### config.mk
export PLATFORM = sky130hd
export DESIGN_NAME = mmode_counter
export DESIGN_NICKNAME = d
export VERILOG_FILES = /design/src/rtl/cnt_pkg.sv /design/src/rtl/cnt_arith.sv /design/src/rtl/cnt_flags.sv /design/src/rtl/mmode_counter.sv
export SDC_FILE = /design/constraint.sdc
export NUM_CORES = 1
export LEC_CHECK = 0
export ABC_AREA = 0
export ABC_CLOCK_PERIOD_IN_PS = 5700
export BUFFER_PORTS_ARGS = -buffer_cell sky130_fd_sc_hd__buf_2
export CORE_MARGIN = 3
export CORE_UTILIZATION = 55
export CTS_BUF_LIST = sky130_fd_sc_hd__clkbuf_8
export DETAILED_ROUTE_END_ITERATION = 8
export HOLD_SLACK_MARGIN = 0.02
export MAX_ROUTING_LAYER = met4
export PLACE_DENSITY = 0.8
export SETUP_SLACK_MARGIN = 0.05
export SLEW_MARGIN = 15
export SYNTH_ARGS = -nofsm -noshare
export SYNTH_HDL_FRONTEND = slang
export SYNTH_HIERARCHICAL = 1
export SYNTH_SLANG_ARGS = --single-unit
### constraint.sdc
create_clock -name clk -period 5.7 [get_ports clk]
set_input_delay 1.14 -clock clk [delete_from_list [all_inputs] [get_ports clk]]
set_output_delay 1.14 -clock clk [all_outputs]
set_load 0.05 [all_outputs]
### src/rtl/cnt_pkg.sv
package cnt_pkg;
  typedef enum logic [1:0] {
    MODE_WRAP    = 2'd0,
    MODE_CLAMP   = 2'd1,
    MODE_ONESHOT = 2'd2,
    MODE_MODN    = 2'd3
  } cnt_mode_e;
endpackage

### src/rtl/cnt_arith.sv
// Next-value step in binary or packed decimal, plus boundary detect.
module cnt_arith #(
  parameter int WIDTH = 24
) (
  input  logic [WIDTH-1:0] val,
  input  logic             up,
  input  logic             bcd,
  output logic [WIDTH-1:0] nxt,
  output logic             edge_hit
);
  localparam int DIGITS = WIDTH / 4;

  logic [WIDTH-1:0] bin_nxt, dec_nxt;
  logic [DIGITS:0]  chain;

  assign bin_nxt  = up ? val + 1'b1 : val - 1'b1;
  assign chain[0] = 1'b1;

  for (genvar g = 0; g < DIGITS; g++) begin : g_dig
    logic [3:0] d, r;
    logic       lim;
    assign d   = val[4*g +: 4];
    assign lim = up ? (d >= 4'd9) : (d == 4'd0);
    always_comb begin
      r = d;
      if (chain[g]) begin
        if (up) r = lim ? 4'd0 : d + 4'd1;
        else    r = lim ? 4'd9 : d - 4'd1;
      end
    end
    assign chain[g+1]        = chain[g] & lim;
    assign dec_nxt[4*g +: 4] = r;
  end

  assign nxt      = bcd ? dec_nxt : bin_nxt;
  assign edge_hit = bcd ? chain[DIGITS] : (up ? &val : ~|val);
endmodule

### src/rtl/cnt_flags.sv
// Status byte: toggles, sign, noise, direction, index.
module cnt_flags (
  input  logic       clk,
  input  logic       rst,
  input  logic       step,
  input  logic       up,
  input  logic       carry_ev,
  input  logic       borrow_ev,
  input  logic       cmp_ev,
  input  logic       flag_clr,
  input  logic       err_clr,
  input  logic       noise,
  input  logic       index,
  output logic [7:0] status
);
  logic bt, ct, cpt, sgn, err, ud, idx;

  always_ff @(posedge clk) begin
    if (rst) begin
      bt <= 1'b0; ct <= 1'b0; cpt <= 1'b0; sgn <= 1'b0;
      err <= 1'b0; ud <= 1'b0; idx <= 1'b0;
    end else begin
      if (flag_clr) begin
        bt <= 1'b0; ct <= 1'b0; cpt <= 1'b0; sgn <= 1'b0;
      end else begin
        if (borrow_ev) begin bt <= ~bt; sgn <= 1'b1; end
        if (carry_ev)  begin ct <= ~ct; sgn <= 1'b0; end
        if (cmp_ev)    cpt <= ~cpt;
      end
      if (step) ud <= up;
      if (noise)        err <= 1'b1;
      else if (err_clr) err <= 1'b0;
      idx <= index;
    end
  end

  assign status = {1'b0, idx, ud, err, sgn, cpt, ct, bt};
endmodule

### src/rtl/mmode_counter.sv
module mmode_counter #(
  parameter int WIDTH = 24
) (
  input  logic             clk,
  input  logic             rst,
  input  logic             cnt_en,
  input  logic             cnt_up,
  input  logic [WIDTH-1:0] preset,
  input  logic [1:0]       mode,
  input  logic             bcd,
  input  logic             cmd_load,
  input  logic             cmd_reset,
  input  logic             cmd_flag_clr,
  input  logic             cmd_err_clr,
  input  logic             cmd_latch,
  input  logic             noise_evt,
  input  logic             index_in,
  output logic [WIDTH-1:0] count,
  output logic [WIDTH-1:0] latch,
  output logic [7:0]       status,
  output logic             carry_n,
  output logic             borrow_n,
  output logic             compare_n
);
  import cnt_pkg::*;

  cnt_mode_e        md;
  logic [WIDTH-1:0] cnt_q, latch_q, step_val, cnt_d;
  logic             halt_q, halt_d, edge_hit, take, moved;
  logic             at_pre, at_zero, carry_ev, borrow_ev, cmp_ev;

  assign md      = cnt_mode_e'(mode);
  assign at_pre  = (cnt_q == preset);
  assign at_zero = (cnt_q == '0);
  assign take    = cnt_en & ~cmd_load & ~cmd_reset &
                   ~((md == MODE_ONESHOT) & halt_q);

  cnt_arith #(.WIDTH(WIDTH)) u_arith (
    .val(cnt_q), .up(cnt_up), .bcd(bcd), .nxt(step_val), .edge_hit(edge_hit)
  );

  always_comb begin
    cnt_d     = cnt_q;
    halt_d    = halt_q;
    moved     = 1'b0;
    carry_ev  = 1'b0;
    borrow_ev = 1'b0;
    if (cmd_reset) begin
      cnt_d  = '0;
      halt_d = 1'b0;
    end else if (cmd_load) begin
      cnt_d  = preset;
      halt_d = 1'b0;
    end else if (take) begin
      case (md)
        MODE_CLAMP: begin
          if (!(cnt_up ? at_pre : at_zero)) begin
            cnt_d     = step_val;
            moved     = 1'b1;
            carry_ev  = cnt_up & edge_hit;
            borrow_ev = ~cnt_up & edge_hit;
          end
        end
        MODE_MODN: begin
          moved = 1'b1;
          if (cnt_up && at_pre) begin
            cnt_d    = '0;
            carry_ev = 1'b1;
          end else if (!cnt_up && at_zero) begin
            cnt_d     = preset;
            borrow_ev = 1'b1;
          end else begin
            cnt_d = step_val;
          end
        end
        default: begin
          cnt_d     = step_val;
          moved     = 1'b1;
          carry_ev  = cnt_up & edge_hit;
          borrow_ev = ~cnt_up & edge_hit;
          if (md == MODE_ONESHOT && edge_hit) halt_d = 1'b1;
        end
      endcase
    end
  end

  assign cmp_ev = moved & (cnt_d == preset);

  always_ff @(posedge clk) begin
    if (rst) begin
      cnt_q     <= '0;
      latch_q   <= '0;
      halt_q    <= 1'b0;
      carry_n   <= 1'b1;
      borrow_n  <= 1'b1;
      compare_n <= 1'b1;
    end else begin
      cnt_q     <= cnt_d;
      halt_q    <= halt_d;
      if (cmd_latch) latch_q <= cnt_q;
      carry_n   <= ~carry_ev;
      borrow_n  <= ~borrow_ev;
      compare_n <= ~cmp_ev;
    end
  end

  cnt_flags u_flags (
    .clk(clk), .rst(rst), .step(take), .up(cnt_up),
    .carry_ev(carry_ev), .borrow_ev(borrow_ev), .cmp_ev(cmp_ev),
    .flag_clr(cmd_flag_clr), .err_clr(cmd_err_clr),
    .noise(noise_evt), .index(index_in), .status(status)
  );

  assign count = cnt_q;
  assign latch = latch_q;
endmodule

==> metrics.cfg <==
[synthesis]
synth_adder_area_share=0.0852
synth_top_family_by_area=compound AO/OA/AOI/OAI gates
synth_cell_types=94
syn_area_um2=6990
synth-seq-cells=59
synthMuxAreaShare=0.0489
yosysWarnings=6
yosys.area_share.simple=0.253
synth_edf_count=0
synth-compound-area-share=0.323
avgSynthCellArea_um2=7.25
synth_ff_type=dfxtp_1
async_flop_share=0
ys_seq_area_frac=0.169
synthXorXnorAreaFrac=0.0526
syn_inst=964
synth_nets=1049

[clock_network]
cts_hold_buf=0
clk_pin_slew_ns=0.07
cts_root_buf=clkbuf_8
ctsHtreeMaxLevel=3
cts_tree=yes
clock_sink_count=59
clock_path_buffers=2
cts_resized=0
cts_buffers=9
clkLatencyLatePin_ns=0.39
postCtsSetupRepairBufs=0

[timing]
rsz0062_at_grt=false
clock_skew_ns=0.0201
timing.slew.headroom=0.312
min_period_ns=5.41
setup_tns_ns=0
setup_viol=0
fmax_ghz=0.185
worstMarginPinSlew_ns=1.03
slew_viol_final=0
period_share=0.949
finalHoldViolations=0

[floorplanning]
initial_core_util=0.572
die_w_um=119
fp-row-count=40
core_um2=12200
pin_count=97
die_h_um=119
dieArea_um2=14100

[worst_setup_path]
slowest_stage=or4b_1
crit_chain=buf_2, inv_1, ha_1, and3_1, a221o_1, a21oi_1, o41ai_2, xnor2_1, a21oi_1, o21ai_0, nor4_1, o31ai_1, a21oi_1, a311o_1, o32ai_1, a2111oi_2, a41oi_1, or4b_1
r2r-start=count[4]
end_kind=register
crit_path_frequent_cell=a21oi_1
arrival_ns=5.67
worstPathRequired_ns=5.96
worstSetupPathType=primary input to register
r2r_end=compare_n
rr_worst_depth=16
worstSetupStartpoint=cnt_up
ff2ff_setup_slack_ns=0.85
cp_slowest_stage_delay_ns=0.52
start_kind=primary input
path_max_fanout=11

[worst_hold_path]
hold_end=u_flags/err
min-delay-start=u_flags/err
holdPathStages=2
min_path_type=register to register

[final_layout]
final_util=0.640
stdcell_area_um2=7820
num_antenna_cells=0
nFillCells=1195
multi_input_area_um2=5330
area_growth_pct=11.9
regArea_um2=1180
final_layout_size_suffix_gt1_frac=0.166
finalNetCount=1122

[place]
hpwlAfterDp_um=19700
place_area_um2=7600
port_buffers=95
routabilityCongestion=1.14

[routing]
ant_nets=0
drt_iter0_drc=1247
route.vias.total=8328
wl_per_cell_um=22.3
drc_errors=0
dr.pass1.iters=6
drt-vias-per-instance=6.89
routed_wl_um=26900

[pwr]
peakVddDrop_mv=0.241
pwr-share-clk=0.311
p_leak_nw=3.25
swShare=0.399
p_int_mw=0.855
sequentialPowerShare=0.320
power_density_nw_per_um2=182
p_comb_frac=0.369
p_sw_mw=0.567

[global_routing]
grt_antenna_before_repair=0
grt_pass1_wl_um=42000
grt_max_degree=55
grt_pass1_vias=7392
overflow=0
grt_usage=0.385

[status]
status=finished, final reports clean

[run]
drv_cap=0

-- cells by family (layout without fill, tap and decap cells) --
family / count (synthesis) / count (layout)
and+or+nand+nor: 340 / 340
AOI/OAI and AO/OA: 331 / 331
DFF: 59 / 59
other: 1 / 1
muxes: 34 / 34
adders and majority gates: 47 / 47
buffers and inverters: 110 / 187
xor gates and xnor gates: 42 / 42
-- routing by layer --
layer / track usage / wire length [um] / vias to the layer above
li1: - / - / 3762
met1: 0.515 / 11000 / 3827
met2: 0.539 / 11100 / 616
met3: 0.102 / 3440 / 123
met4: 0.182 / 1370 / 0
met5: - / 0 / -
-- power by group through the flow --
stage | Clock, mW | Sequential, mW | Combinational, mW
global route | 0.463 | 0.456 | 0.561
detailed placement | 0 | 0.463 | 0.502
floorplan | 0 | 0.486 | 0.327
finish | 0.442 | 0.455 | 0.525
global placement | 0 | 0.463 | 0.501
CTS | 0.445 | 0.453 | 0.505
-- final cells by class --
cell class / instances / area share
multi-input cells: 795 / 0.682
clock inverters: 5 / 0.0101
repair buffers: 126 / 0.0906
flip-flops and latches: 59 / 0.151
clock buffers: 10 / 0.0176
inverters: 46 / 0.0221
well taps: 168 / 0.0269
-- flip-flops by register name, indices dropped and copies added (netlist names) --
register	cells
u_flags/ud	1
u_flags/err	1
borrow_n	1
u_flags/bt	1
latch	24
count	24
compare_n	1
carry_n	1
u_flags/ct	1
u_flags/cpt	1
u_flags/idx	1
halt_q	1
u_flags/sgn	1
-- stage by stage --
| stage | hold WS [ns] | setup slack [ns] | total power [mW] | instances |
|---|---|---|---|---|
| floorplan | 0.444 | 0.279 | 0.813 | 964 |
| global route | 0.517 | 0.0678 | 1.48 | 1209 |
| detailed placement | 0.468 | 0.0217 | 0.965 | 1194 |
| CTS | 0.480 | 0.399 | 1.40 | 1209 |
| global placement | 0.456 | 0.0966 | 0.963 | 1194 |
| finish | 0.481 | 0.289 | 1.42 | 1209 |
-- cell usage after synthesis, drive strengths merged, types with 8 or more instances --
library cell	instances	share of area
a211oi	9	0.0097
a21o	11	0.012
a21oi	101	0.072
a31oi	13	0.012
and2	10	0.0089
and3	12	0.011
buf	25	0.023
clkbuf	39	0.021
dfxtp	59	0.17
ha	46	0.082
inv	45	0.024
mux2i	33	0.047
nand2	55	0.030
nand2b	8	0.0072
nand3	24	0.018
nand4	20	0.018
nor2	118	0.065
nor2b	10	0.0089
nor3	29	0.022
nor3b	8	0.010
nor4	13	0.016
o211ai	17	0.018
o21ai	61	0.044
o221ai	8	0.010
o22ai	12	0.013
o31ai	8	0.0086
xnor2	34	0.043
xor2	8	0.010
-- worst max-delay path: cells and delay by family --
| family | cells | cell delay, ns |
|---|---|---|
| buf+inv | 2 | 0.48 |
| fa+ha+maj | 1 | 0.39 |
| simple gates | 3 | 0.98 |
| compound gates | 11 | 2.48 |
| xor+xnor | 1 | 0.16 |
-- placed cells by master (no fill, tap or decap), types with 23 or more instances in the layout --
cell,n
nor3_1,27
nand2_1,54
inv_1,45
nor2_1,116
xnor2_1,34
nand3_1,23
o21ai_0,55
mux2i_1,33
dfxtp_1,59
buf_2,95
ha_1,46
a21oi_1,101
buf_4,31
-- how the worst max path moves through the flow --
stage	to	slack, ns
after detailed placement	compare_n	0.02
final	compare_n	0.29
after CTS	compare_n	0.40
after global placement	u_flags/cpt	0.1
after global routing	u_flags/cpt	0.07
after floorplan	compare_n	0.28
(Power assumes the default switching activity.)
